===== config.mk =====
export PLATFORM = sky130hd
export DESIGN_NAME = phwin_search
export DESIGN_NICKNAME = d
export VERILOG_FILES = /design/src/rtl/phwin_pkg.sv /design/src/rtl/phwin_ctrl.sv /design/src/rtl/phwin_bounds.sv /design/src/rtl/phwin_center.sv /design/src/rtl/phwin_search.sv
export SDC_FILE = /design/constraint.sdc
export NUM_CORES = 1
export LEC_CHECK = 0
export ABC_AREA = 0
export CAP_MARGIN = 20
export CORE_MARGIN = 5
export CORE_UTILIZATION = 50
export DETAILED_ROUTE_END_ITERATION = 7
export PLACE_DENSITY = 0.78
export SKIP_CTS_REPAIR_TIMING = 1
export SYNTH_ARGS = -nofsm -noshare
export SYNTH_HDL_FRONTEND = slang
export SYNTH_SLANG_ARGS = --single-unit
export TNS_END_PERCENT = 20

===== constraint.sdc =====
create_clock -name clk -period 10.26 [get_ports clk]
set_input_delay 1.026 -clock clk [delete_from_list [all_inputs] [get_ports clk]]
set_output_delay 1.026 -clock clk [all_outputs]
set_load 0.01 [all_outputs]

===== src/rtl/phwin_pkg.sv =====
package phwin_pkg;

  typedef enum logic [1:0] {
    ST_IDLE   = 2'd0,
    ST_APPLY  = 2'd1,
    ST_TEST   = 2'd2,
    ST_FINISH = 2'd3
  } phw_state_e;

  typedef enum logic {
    MODE_SWEEP  = 1'b0,
    MODE_ANCHOR = 1'b1
  } phw_mode_e;

endpackage


===== src/rtl/phwin_ctrl.sv =====
// Search sequencer: walks the phase code, runs the apply/test handshake
// and tells the bound registers when to load.
module phwin_ctrl
  import phwin_pkg::*;
#(
  parameter int CODE_W = 6
) (
  input  logic              clk,
  input  logic              rst,
  input  logic              start,
  input  logic              mode_i,
  input  logic [CODE_W-1:0] median_i,
  input  logic              apply_ack,
  input  logic              test_done,
  input  logic              test_pass,
  input  logic              lo_set,
  output logic              apply_req,
  output logic [CODE_W-1:0] code_o,
  output logic              init_sweep,
  output logic              init_anchor,
  output logic              upd_lo,
  output logic              upd_hi,
  output logic              finish
);

  localparam logic [CODE_W-1:0] CODE_TOP = '1;
  localparam logic [CODE_W-1:0] CODE_BOT = '0;

  phw_state_e        state_q, state_n;
  phw_mode_e         mode_q, mode_n;
  logic              down_q, down_n;
  logic [CODE_W-1:0] code_q, code_n;
  logic [CODE_W-1:0] med_q, med_n;

  always_ff @(posedge clk) begin
    if (rst) begin
      state_q <= ST_IDLE;
      mode_q  <= MODE_SWEEP;
      down_q  <= 1'b0;
      code_q  <= '0;
      med_q   <= '0;
    end else begin
      state_q <= state_n;
      mode_q  <= mode_n;
      down_q  <= down_n;
      code_q  <= code_n;
      med_q   <= med_n;
    end
  end

  always_comb begin
    state_n     = state_q;
    mode_n      = mode_q;
    down_n      = down_q;
    code_n      = code_q;
    med_n       = med_q;
    init_sweep  = 1'b0;
    init_anchor = 1'b0;
    upd_lo      = 1'b0;
    upd_hi      = 1'b0;
    finish      = 1'b0;
    unique case (state_q)
      ST_IDLE: begin
        if (start) begin
          mode_n  = phw_mode_e'(mode_i);
          med_n   = median_i;
          down_n  = 1'b0;
          state_n = ST_APPLY;
          if (mode_i) begin
            init_anchor = 1'b1;
            code_n      = median_i;
          end else begin
            init_sweep = 1'b1;
            code_n     = CODE_BOT;
          end
        end
      end
      ST_APPLY: begin
        if (apply_ack) state_n = ST_TEST;
      end
      ST_TEST: begin
        if (test_done) begin
          state_n = ST_APPLY;
          if (mode_q == MODE_SWEEP) begin
            // full range: fails simply advance
            if (test_pass) begin
              upd_hi = 1'b1;
              upd_lo = !lo_set;
            end
            if (code_q == CODE_TOP) state_n = ST_FINISH;
            else                    code_n  = code_q + 1'b1;
          end else if (!down_q) begin
            // climbing from the anchor
            if (test_pass) upd_hi = 1'b1;
            if (test_pass && code_q != CODE_TOP) begin
              code_n = code_q + 1'b1;
            end else begin
              down_n = 1'b1;
              code_n = med_q;
            end
          end else begin
            // descending from the anchor
            if (test_pass) upd_lo = 1'b1;
            if (test_pass && code_q != CODE_BOT) code_n  = code_q - 1'b1;
            else                                 state_n = ST_FINISH;
          end
        end
      end
      ST_FINISH: begin
        finish  = 1'b1;
        state_n = ST_IDLE;
      end
      default: state_n = ST_IDLE;
    endcase
  end

  assign apply_req = (state_q == ST_APPLY);
  assign code_o    = code_q;

endmodule


===== src/rtl/phwin_bounds.sv =====
// Low/high window bound registers with sentinel initialisation.
module phwin_bounds #(
  parameter int CODE_W  = 6,
  parameter int BOUND_W = 16
) (
  input  logic               clk,
  input  logic               rst,
  input  logic               init_sweep,
  input  logic               init_anchor,
  input  logic [CODE_W-1:0]  anchor,
  input  logic               upd_lo,
  input  logic               upd_hi,
  input  logic [CODE_W-1:0]  code,
  output logic [BOUND_W-1:0] lo,
  output logic [BOUND_W-1:0] hi,
  output logic               lo_set
);

  localparam int                 PAD  = BOUND_W - CODE_W;
  localparam logic [BOUND_W-1:0] SENT = '1;

  logic [BOUND_W-1:0] code_w, anchor_w;

  assign code_w   = {{PAD{1'b0}}, code};
  assign anchor_w = {{PAD{1'b0}}, anchor};

  always_ff @(posedge clk) begin
    if (rst || init_sweep) begin
      lo <= SENT;
      hi <= SENT;
    end else if (init_anchor) begin
      lo <= anchor_w;
      hi <= anchor_w;
    end else begin
      if (upd_lo) lo <= code_w;
      if (upd_hi) hi <= code_w;
    end
  end

  assign lo_set = (lo != SENT);

endmodule


===== src/rtl/phwin_center.sv =====
// Midpoint of the recorded window; flags the no-window case.
module phwin_center #(
  parameter int BOUND_W = 16
) (
  input  logic [BOUND_W-1:0] lo,
  input  logic [BOUND_W-1:0] hi,
  output logic [BOUND_W-1:0] mid,
  output logic               empty
);

  localparam logic [BOUND_W-1:0] SENT = '1;

  logic [BOUND_W-1:0] span;

  assign empty = (lo == SENT) || (hi == SENT);
  assign span  = hi - lo;
  assign mid   = empty ? SENT : (lo + (span >> 1));

endmodule


===== src/rtl/phwin_search.sv =====
module phwin_search #(
  parameter int CODE_W  = 6,
  parameter int BOUND_W = 16
) (
  input  logic               clk,
  input  logic               rst,
  input  logic               start,
  input  logic               mode,
  input  logic [CODE_W-1:0]  median,
  output logic               apply_req,
  output logic [CODE_W-1:0]  apply_code,
  input  logic               apply_ack,
  input  logic               test_done,
  input  logic               test_pass,
  output logic               done,
  output logic               found,
  output logic [BOUND_W-1:0] result,
  output logic [BOUND_W-1:0] win_lo,
  output logic [BOUND_W-1:0] win_hi
);

  localparam logic [BOUND_W-1:0] SENT = '1;

  logic               init_sweep, init_anchor, upd_lo, upd_hi, finish, lo_set;
  logic [BOUND_W-1:0] mid;
  logic               empty;

  phwin_ctrl #(.CODE_W(CODE_W)) u_ctrl (
    .clk(clk), .rst(rst), .start(start), .mode_i(mode), .median_i(median),
    .apply_ack(apply_ack), .test_done(test_done), .test_pass(test_pass),
    .lo_set(lo_set), .apply_req(apply_req), .code_o(apply_code),
    .init_sweep(init_sweep), .init_anchor(init_anchor),
    .upd_lo(upd_lo), .upd_hi(upd_hi), .finish(finish)
  );

  phwin_bounds #(.CODE_W(CODE_W), .BOUND_W(BOUND_W)) u_bounds (
    .clk(clk), .rst(rst), .init_sweep(init_sweep), .init_anchor(init_anchor),
    .anchor(median), .upd_lo(upd_lo), .upd_hi(upd_hi), .code(apply_code),
    .lo(win_lo), .hi(win_hi), .lo_set(lo_set)
  );

  phwin_center #(.BOUND_W(BOUND_W)) u_center (
    .lo(win_lo), .hi(win_hi), .mid(mid), .empty(empty)
  );

  always_ff @(posedge clk) begin
    if (rst) begin
      done   <= 1'b0;
      found  <= 1'b0;
      result <= SENT;
    end else begin
      done <= finish;
      if (finish) begin
        found  <= !empty;
        result <= mid;
      end
    end
  end

endmodule


=== Word-level counts from Yosys, hierarchy flattened ===
Cells that the tools add are included.

* Output and inout bits: 57
* Register bits: 66
* Bits of input ports: 13
* Word-level logic and storage cells: 88

* Muxes and demuxes: 45
* Eq/ne operators: 14
* Reduce and logical (&&, ||, !) cells: 15
* $add $sub $neg: 4

{| class="wikitable"
|+ Operators with widths
! cell !! count
|-
| 16-bit two-way mux || 5
|-
| 6-bit two-way mux || 8
|-
| 16-bit == test, second input constant || 2
|-
| 1-bit two-way mux || 22
|-
| 16-bit by 15-bit adder with 16-bit output || 1
|-
| 16-bit inequality test, second input constant || 1
|-
| 16-bit subtractor || 1
|-
| 2-bit two-way mux || 7
|-
| 6-bit one-hot mux with 2 select lines || 1
|-
| 2-bit one-hot mux with 4 select lines || 1
|-
| 6-bit by 1-bit adder with 6-bit output, second input constant || 1
|-
| 6-bit == test, second input constant || 1
|-
| 6-bit inequality test, second input constant || 1
|-
| 2-bit nonzero test || 3
|-
| 6-bit nonzero test || 1
|-
| 6-bit by 1-bit subtractor with 6-bit output, second input constant || 1
|-
| 5-bit AND reduction || 1
|-
| 2-bit == test, second input constant || 2
|-
| 2-bit by 1-bit inequality test with 1-bit output, second input constant || 2
|-
| 2-bit inequality test, second input constant || 2
|-
| 4-bit inequality test, second input constant || 1
|-
| 4-bit AND reduction || 1
|-
| 3-bit by 2-bit inequality test with 1-bit output, second input constant || 1
|-
| 3-bit AND reduction || 1
|-
| other kinds (7) || 10
|}

=== Logic depth before layout (Yosys ltp) ===
Gate-level depths: netlist (run 1).

* Word-level depth: 8
* Mapped depth: 17
* Gate-level depth less buffers: 17

=== Modules after synthesis ===
From an unflattened synthesis (run 1), not the netlist that was laid out.

* Cell total of the unflattened synthesis: 504
* Area, all modules: 4,130.2 um^2

{| class="wikitable"
|+ By module, submodules not included
! module !! sequential area each (um^2) !! cells an instance !! instances !! area an instance (um^2)
|-
| phwin_center || 0.0 || 218 || 1 || 1,552.7
|-
| phwin_ctrl || 320.3 || 154 || 1 || 1,124.8
|-
| phwin_bounds || 280.3 || 74 || 1 || 784.5
|-
| phwin_search || 360.3 || 58 || 1 || 668.1
|}

=== Worst setup path before layout (run 1) ===
No wires, ideal clock.

* Path kind: register -> register
* Start: register u_bounds.lo[1]
* End: register result[13]
* Arrival: 3.562 ns
* Setup slack: 6.576 ns
* Path buffers: 0
* Period minus slack after synthesis: 3.684 ns
* Required time: 10.138 ns
* Cell stages (with the launch flop): 18
* Library setup time: 0.122 ns
* Cells stage by stage: dfxtp_1 > inv_1 > ha_1 > inv_1 > o21bai_1 > a21oi_1 > o21ai_0 > nand2_1 > o2bb2ai_1 > fa_1 > inv_1 > ha_1 > a21o_1 > o21ai_0 > nor2_2 > a21boi_1 > o211ai_1 > a221o_1

* Cells in the longest elaborated chain, start to end: 3
* Elaborated cells between the ends (all ways): 5
* Those cells by class: 2 x add/sub; 1 x eq/ne; 1 x mux; 1 x reduce/logical

{| class="wikitable"
|+ RTL lines
! item !! line !! text
|-
| from (decl) || phwin_bounds.sv:14 || <nowiki>output logic [BOUND_W-1:0] lo,</nowiki>
|-
| from (signal assigned) || phwin_bounds.sv:32 || <nowiki>lo <= anchor_w;</nowiki>
|-
| from (signal assigned) || phwin_bounds.sv:35 || <nowiki>if (upd_lo) lo <= code_w;</nowiki>
|-
| 16-bit subtractor / 16-bit == test (equally long branches) || phwin_center.sv:16, phwin_center.sv:15 ||
|-
| 16-bit by 15-bit adder with 16-bit output / 1-bit logical OR (equally long branches) || phwin_center.sv:17, phwin_center.sv:15 ||
|-
| 16-bit two-way mux (*) || phwin_center.sv:17 || <nowiki>assign mid = empty ? SENT : (lo + (span >> 1));</nowiki>
|-
| to (signal assigned) || phwin_search.sv:55 || <nowiki>result <= mid;</nowiki>
|-
| to (decl) || phwin_search.sv:17 || <nowiki>output logic [BOUND_W-1:0] result,</nowiki>
|}

Mark *: on every way between the ends. The rest lies on a longest branch, timed or not.
A chain may end at the register's enable or synchronous reset.

=== Worst setup path after layout (run 1) ===
Same ends and word-level chain as after synthesis.

==> results of run 1 <==
## kinds of logic (layout without fill, tap and decap cells)
family	Yosys count	in the layout	share of synthesized area (%)
DFF	48	48	27.3
AOI/OAI and AO/OA	129	129	25.5
buffers and inverters	62	103	9.34
xor gates and xnor gates	21	21	5.22
and+or+nand+nor	124	124	17.2
adders and majority gates	29	29	11.2
muxes	15	15	4.33
## metrics by stage
| step | setup slack [ns] | area, µm² | cells | util (%) |
|---|---|---|---|---|
| final | 6.21 | 4230 | 565 | 61.9 |
| after global routing | 5.92 | 4230 | 565 | 61.9 |
| after CTS | 6.27 | 4220 | 564 | 61.8 |
| after detailed placement | 6.27 | 4100 | 556 | 60.0 |
| after global placement | 6.43 | 4100 | 556 | 60.0 |
| after floorplan | 6.58 | 3520 | 428 | - |
## layout make-up
type / instances / area [µm²]
Clock buffer: 6 / 82.6
Clock inverter: 2 / 38.8
Fill cell: 618 / 2600
Inverter: 24 / 90.1
Multi-Input combinational cell: 318 / 2230
Sequential cell: 48 / 961
Tap cell: 96 / 120
Timing Repair Buffer: 71 / 706
## registers in the layout, indices dropped and copies added (netlist names)
name	flops
result	16
u_bounds.hi	7
u_bounds.lo	7
u_ctrl.code_o	6
u_ctrl.med_q	6
u_ctrl.state_q	2
done	1
found	1
u_ctrl.down_q	1
u_ctrl.mode_q	1
## placed cells by master (no fill, tap or decap), types with 9 or more instances in the layout
cell and count:
clkdlybuf4s50_1 69, nor2_1 24, inv_1 24, nand2b_1 11, o22ai_1 10, dfxtp_1 48, xnor2_1 12, o21ai_0 16
nand2_1 50, mux2i_1 13, xor2_1 9, ha_1 25, a21oi_1 38
## where the power goes
part	switching, W	internal (W)	leakage [nW]
Sequential	0.0000169	0.000196	0.392
Combinational	0.000223	0.000175	1.33
Clock	0.0000677	0.0000798	0.0614
Total	0.000307	0.000451	1.78
## worst max-delay path: cells and delay by family (launching register included)
kind            cells  cell delay (ns)
fa+ha+maj           3             1.14
buf+inv             3             0.17
flops               1             0.50
compound gates      9             1.87
simple gates        2             0.26
## final timing paths
kind | end | from | slack (ns) | cells after the start
worst min register to register | u_ctrl.med_q[5]$_SDFFE_PP0P_ | u_ctrl.med_q[5]$_SDFFE_PP0P_ | 0.46 | 2
worst max-delay path | result[13]$_SDFFE_PP1P_ | u_bounds.lo[1]$_SDFFE_PP1P_ | 6.21 | 17
worst max register to register | result[13]$_SDFFE_PP1P_ | u_bounds.lo[1]$_SDFFE_PP1P_ | 6.21 | 17
worst min-delay path | u_ctrl.med_q[5]$_SDFFE_PP0P_ | u_ctrl.med_q[5]$_SDFFE_PP0P_ | 0.46 | 2
## metal layers
layer,track usage (%),up-vias,wire [µm]
li1,-,1593,-
met1,28.3,1546,4110
met2,35.2,102,4480
met3,3.04,22,526
met4,7.10,0,210
met5,0,-,0
==> metrics.yaml, run 1 <==
min_period_over_period_pct: 39.5
cts_sinks: 48
die_w_um: 93.9
grt_pass1_vias: 3084
ys.flop_type: "dfxtp_1"
vias: 3263
synth_cell_type_count: 62
syn_area_per_cell_um2: 8.23
cts_buffers: 5
clkSlewWorstSetupHoldPaths_ns: 0.09
port_buffers: 69
synth_edf_count: 0
fin_skew_ns: 0.00417
worst_pin_slew_ns: 0.932
clockBufferDepth: 2
critPathSlowestCell: "dfxtp_1"
antenna_found_initial: 0
coreArea_mm2: 0.00683
fmax_ghz: 0.247
yosys.area.top_type_share_pct: 27.3
status: "completed"
avgViaCountPerCell: 5.78
dieHeight_um: 93.9
synthArstFlopShare_pct: 0
start_kind: "flip-flop"
yosysMostFrequentCell: "nand2_1"
fp-row-count: 30
overflow: 0
grt_max_degree: 29
fin_setup_tns_ns: 0
path_class: "reg2reg"
leakagePower_nw: 1.78
critical-path-max-stage-delay_ns: 0.50
io_pins: 70
die_area_mm2: 0.00882
holdWs_ns: 0.461
relSlewSlack_pct: 37.7
dr.pass1.iters: 4
slew_violations: 0
setup_violations: 0
clk_root_buffer_cell: "clkbuf_8"
max-vdd-ir-drop_mv: 0.104
area_growth_syn_to_layout_pct: 20.1
drive_gt1_share_pct: 5.33
cp.required_ns: 10.46
seq_area_frac_synth_pct: 27.3
ant_nets: 0
wirelength_um: 9330
cp_max_fo: 7
synth_area_leaders: "dfxtp_1 27%, ha_1 8.9%, a21oi_1 5.4%"
gp_congestion: 0.944
path_common_cell: "inv_1"
avgRoutedWirePerCell_um: 16.5
period_needed_ns: 4.05
holdCritPathClass: "reg2reg"
synthTopCellsByCount: "50 x nand2_1, 48 x dfxtp_1, 38 x a21oi_1"
cp_cell_sequence: "inv_1 > ha_1 > inv_1 > o21bai_1 > a21oi_1 > o21ai_0 > nand2_1 > o2bb2ai_1 > fa_1 > inv_1 > ha_1 > a21o_1 > o21ai_0 > nor2_2 > a21boi_1 > o211ai_1 > a221o_1"
grt_pass1_wl_um: 15200
synth_top_area_cell: "dfxtp_1"
start_util_pct: 51.6
power_w: 0.000758
ys_ff_latch: 48
power_density_mw_per_mm2: 179
synthCells: 428
fin_nets: 510
syn_nets: 470
worst_ep_arrival_time_ns: 4.25
maxCapViolCount: 0
cts_max_level: 2
dp_hpwl_um: 7130
end_kind: "flip-flop"
clock_latency_ns: 0.30
synth_warnings: 0
hold_viol_final: 0
rsz0062_at_grt: "no"
antenna_cells: 0
drtIter0Drc: 187
syn_area_mm2: 0.00352
cts_tree: "done"
grtUsageTotal_pct: 21.3
drc: 0
No activity file was read; power rests on OpenSTA's default activity.
==> inputs of run 2 (changes only) <==
- CORE_UTILIZATION: 50 -> 47
- PLACE_DENSITY: 0.78 -> 0.77
- clock period: 10.26 -> 3.4 ns (I/O delays scaled with it)
==> metrics.yaml, run 2 (synthesis results as in run 1) <==
period_needed_ns: 3.50  # -0.546 ns
grt_pass1_wl_um: 14900  # -2.0%
power_w: 0.00252  # +230%
largest_register: "result"
layout.cells.most_common: "clkdlybuf4s50_1"
fmax_ghz: 0.285  # +16%
largest_reg_flops: 16  # unchanged
drc: 0  # unchanged
coreArea_mm2: 0.00729  # +6.7%
dr.pass1.iters: 5  # +1
cts_buffers: 5  # unchanged
path_common_cell: "o21ai_2"
layout_setup_ws_ns: -0.103  # -6.31 ns
io_pins: 70  # unchanged
holdCritPathClass: "reg2reg"
clk_root_buffer_cell: "clkbuf_8"
dp_cells: 582  # +4.7%
gp_congestion: 0.909  # -3.7%
dp_hpwl_um: 7210  # +1.1%
critPathSlowestCell: "or4b_1"
antenna_found_initial: 0  # unchanged
rsz0062_at_grt: "yes"
cp_cell_sequence: "nor2b_2 > fa_2 > nor2b_4 > o21ai_2 > a21oi_2 > o21a_1 > nor2_1 > fa_1 > inv_1 > ha_4 > a21oi_4 > o21ai_2 > o2111ai_2 > a21boi_2 > or4b_1 > and3_1"
worst_pin_slew_ns: 0.984  # +0.0519 ns
cts_tree: "done"
mostFrequentLayoutCells: "69 x clkdlybuf4s50_1, 50 x nand2_1, 44 x dfxtp_1"
clockBufferDepth: 2  # unchanged
status: "complete, but fails checks"
start_kind: "flip-flop"
seq_area_um2: 968  # +0.78%
cts_max_level: 2  # unchanged
holdWs_ns: 0.461  # -0.000180 ns
drive_gt1_share_pct: 13.2  # +7.8 points
hold_viol_final: 0  # unchanged
critical-path-max-stage-delay_ns: 0.51  # about the same
top_regs: "result x16, u_bounds.hi x7, u_bounds.lo x7"
max-vdd-ir-drop_mv: 0.211  # +100%
overflow: 0  # unchanged
die_w_um: 96.6  # +2.8%
area_growth_syn_to_layout_pct: 28.0
grt_pass1_vias: 3096  # +0.39%
fin_skew_ns: 0.0139  # +0.00968 ns
cts_sinks: 48  # unchanged
path_class: "reg2reg"
dieHeight_um: 96.6  # +2.8%
nFillCells: 652  # +5.5%
grt_max_degree: 23  # -21%
ant_nets: 0  # unchanged
critPathBufInv: 1  # -2
fin_nets: 535  # +4.9%
setup_violations: 3  # +3
clock_latency_ns: 0.32  # +0.02 ns
multi_input_area_mm2: 0.00230  # +3.0%
port_buffers: 69  # unchanged
vias: 3319  # +1.7%
avgViaCountPerCell: 5.60  # -3.1%
min_period_over_period_pct: 103  # +64 points
worst_ep_arrival_time_ns: 3.71  # -0.54 ns
layout.cells.non_filler: 593  # +5.0%
start_util_pct: 48.3  # -3.3 points
die_area_mm2: 0.00932  # +5.7%
wirelength_um: 9690  # +3.8%
end_kind: "flip-flop"
drtIter0Drc: 205  # +9.6%
leakagePower_nw: 1.92  # +7.7%
violations: "negative setup slack"
cp.required_ns: 3.61  # -6.85 ns
maxCapViolCount: 0  # unchanged
fp-row-count: 31  # +3.3%
cp_max_fo: 4  # -3
antenna_cells: 0  # unchanged
avgRoutedWirePerCell_um: 16.3  # -1.1%
relSlewSlack_pct: 34.2  # -3.5 points
slew_violations: 0  # unchanged
grtUsageTotal_pct: 20.3  # -0.96 points
clkSlewWorstSetupHoldPaths_ns: 0.10  # about the same
power_density_mw_per_mm2: 559  # +210%
cp_top_family: "adder cells"
[run 2: changes by cell type in the layout (fill, tap and decap cells not counted), sizes merged]
cell	change
inv	+1
clkbuf	+1
clkinv	-1
buf	+24
[run 2: cell type report]
class	count	area share [%]
Multi-Input combinational cell	318	51.0
Tap cell	99	2.75
Inverter	24	2.00
Sequential cell	48	21.5
Clock inverter	2	0.861
Timing Repair Buffer	96	19.8
Clock buffer	6	2.08
[run 2: power breakdown]
| part | total (W) | switching (W) | leakage, nW | internal (W) |
|---|---|---|---|---|
| clock | 0.000483 | 0.000216 | 0.0669 | 0.000267 |
| combinational | 0.00141 | 0.000744 | 1.46 | 0.000666 |
| sequential | 0.000627 | 0.0000349 | 0.391 | 0.000592 |
[run 2: routing by layer]
layer  wire (µm)  part of all wire (%)  up-vias  GRT usage (%)
li1            -                     -     1645              -
met1        4420                    46     1558           27.2
met2        4550                    47      102           33.4
met3         590                   6.1       14           4.11
met4         121                   1.2        0           5.26
met5           0                     0        -              0
[run 2: stage by stage]
stage	utilization (%)	area [µm²]	setup WS (ns)	setup TNS [ns]
6_report	61.8	4510	-0.103	-0.269
5_1_grt	61.8	4510	-0.267	-1.05
4_1_cts	60.8	4440	-0.139	-0.420
3_5_place_dp	59.0	4300	-0.113	-0.278
3_3_place_gp	59.0	4300	0.0155	0
2_1_floorplan	-	3550	-0.000830	-0.000830
[run 2: worst paths after layout]
| check | slack (ns) | endpoint | cells past startpoint | startpoint |
|---|---|---|---|---|
| hold reg to reg | 0.46 | u_ctrl.med_q[0]$_SDFFE_PP0P_ | 2 | u_ctrl.med_q[0]$_SDFFE_PP0P_ |
| setup reg to reg | -0.10 | result[12]$_SDFFE_PP1P_ | 16 | u_bounds.lo[0]$_SDFFE_PP1P_ |
| hold / removal | 0.46 | u_ctrl.med_q[0]$_SDFFE_PP0P_ | 2 | u_ctrl.med_q[0]$_SDFFE_PP0P_ |
| setup / recovery | -0.10 | result[12]$_SDFFE_PP1P_ | 16 | u_bounds.lo[0]$_SDFFE_PP1P_ |
[run 2: worst min-delay path, stage by stage (launching register included)]
cell and delay, ns:
dfxtp_1 0.32, nand2_1 0.05, a21oi_1 0.05
==> inputs of run 3 (changes only) <==
- CTS_CLUSTER_DIAMETER: default -> 60
- CTS_CLUSTER_SIZE: default -> 16
- MAX_ROUTING_LAYER: default -> met4
==> metrics.yaml, run 3 (synthesis results as in run 1) <==
max-vdd-ir-drop_mv: 0.244  # +16%
port_buffers: 69  # unchanged
status: "complete, but fails checks"
start_kind: "flip-flop"
rsz0062_at_grt: "yes"
grt_pass1_vias: 3090  # -0.19%
fin_setup_tns_ns: -0.314  # -0.0456 ns
die_w_um: 96.6  # unchanged
post-place-ws_ns: -0.0979  # +0.0148 ns
drtIter0Drc: 193  # -5.9%
grt_pass1_wl_um: 15000  # +0.98%
path_class: "reg2reg"
cp.required_ns: 3.60  # about the same
slew_violations: 0  # unchanged
antenna_found_initial: 0  # unchanged
relSlewSlack_pct: 38.9  # +4.7 points
drive_gt1_share_pct: 14.2  # +1.0 points
cts_tree: "done"
cts_sinks: 48  # unchanged
layout_setup_ws_ns: -0.124  # -0.0207 ns
cts_buffers: 5  # unchanged
min_period_over_period_pct: 104  # +0.61 points
grt_max_degree: 23  # unchanged
period_needed_ns: 3.52  # +0.0207 ns
mostFrequentLayoutCells: "69 x clkdlybuf4s50_1, 50 x nand2_1, 42 x dfxtp_1"
cp_max_fo: 4  # unchanged
dr.pass1.iters: 5  # unchanged
coreArea_mm2: 0.00729  # unchanged
avgRoutedWirePerCell_um: 16.1  # -1.3%
drc: 0  # unchanged
fmax_ghz: 0.284  # -0.59%
die_area_mm2: 0.00932  # unchanged
violations: "negative setup slack"
top_regs: "result x16, u_bounds.hi x7, u_bounds.lo x7"
worst_pin_slew_ns: 0.913  # -0.0710 ns
area_growth_syn_to_layout_pct: 28.1  # about the same
ant_nets: 0  # unchanged
layout.cells.most_common: "clkdlybuf4s50_1"
gp_congestion: 0.912  # +0.34%
vias: 3361  # +1.3%
setup_violations: 3  # unchanged
clock_latency_ns: 0.30  # -0.02 ns
largest_register: "result"
leakagePower_nw: 1.92  # about the same
clockBufferDepth: 2  # unchanged
largest_reg_flops: 16  # unchanged
grtUsageTotal_pct: 21.1  # +0.78 points
end_kind: "flip-flop"
cts_max_level: 2  # unchanged
clkSlewWorstSetupHoldPaths_ns: 0.09  # about the same
avgViaCountPerCell: 5.67  # +1.3%
hold_viol_final: 0  # unchanged
antenna_cells: 0  # unchanged
clk_root_buffer_cell: "clkbuf_8"
wirelength_um: 9560  # -1.3%
fp-row-count: 31  # unchanged
start_util_pct: 48.3  # unchanged
dieHeight_um: 96.6  # unchanged
io_pins: 70  # unchanged
fin_skew_ns: 0.00621  # -0.00765 ns
fin_nets: 535  # unchanged
worst_ep_arrival_time_ns: 3.73  # +0.02 ns
overflow: 0  # unchanged
holdCritPathClass: "reg2reg"
maxCapViolCount: 0  # unchanged
power_density_mw_per_mm2: 551  # -1.5%
dp_hpwl_um: 7300  # +1.3%
run 3: changes by cell type in the layout (fill, tap and decap cells not counted), sizes merged:
cell	before	now
inv	25	24
buf	26	27
run 3: where the power goes:
group          total, W  internal [W]  switching, W
clock network  0.000459      0.000260      0.000199
logic           0.00140      0.000662      0.000735
registers      0.000628      0.000592     0.0000360
run 3: area by class of cell:
class	count	area [µm²]
flip-flops and latches	48	971
clock buffers	7	96.3
fillers	669	2780
repair buffers	96	893
clock inverters	1	30.0
well taps	99	124
multi-input cells	318	2310
inverters	24	90.1
run 3: path summary, 6_finish.rpt:
| path | startpoint | to | slack (ns) | cells after the start |
|---|---|---|---|---|
| worst max register to register | u_bounds.lo[0]$_SDFFE_PP1P_ | result[12]$_SDFFE_PP1P_ | -0.12 | 16 |
| worst min-delay path | u_ctrl.med_q[0]$_SDFFE_PP0P_ | u_ctrl.med_q[0]$_SDFFE_PP0P_ | 0.46 | 2 |
| worst min register to register | u_ctrl.med_q[0]$_SDFFE_PP0P_ | u_ctrl.med_q[0]$_SDFFE_PP0P_ | 0.46 | 2 |
| worst max-delay path | u_bounds.lo[0]$_SDFFE_PP1P_ | result[12]$_SDFFE_PP1P_ | -0.12 | 16 |
run 3: worst max-delay path: stages (launching register included):
cell and delay, ns:
dfxtp_2 0.33, nor2b_4 0.13, fa_2 0.41, nor2b_4 0.13
o21ai_2 0.07, a21oi_2 0.16, o21a_1 0.14, nor2_1 0.05
fa_1 0.52, inv_2 0.05, ha_4 0.22, a21oi_2 0.12
o21ai_2 0.08, o2111ai_2 0.23, a21boi_2 0.11, or4b_1 0.50
and3_1 0.16
run 3: stage by stage:
step	util [%]	hold slack (ns)	total power (W)	instances	instance area, µm²
final	61.9	0.460	0.00248	593	4510
after global routing	61.9	0.489	0.00266	593	4510
after detailed placement	59.1	0.444	0.00194	583	4310
after global placement	59.0	0.441	0.00191	582	4300
after CTS	60.9	0.457	0.00240	591	4440
after floorplan	-	0.432	0.00157	428	3550
run 3: metal layers:
layer | vias to the layer above | GRT usage (%) | part of all wire (%)
met5 | - | - | 0
met4 | 0 | 7.36 | 2.3
met3 | 20 | 3.18 | 4.5
met2 | 87 | 32.1 | 47
met1 | 1608 | 28.6 | 47
li1 | 1646 | - | -
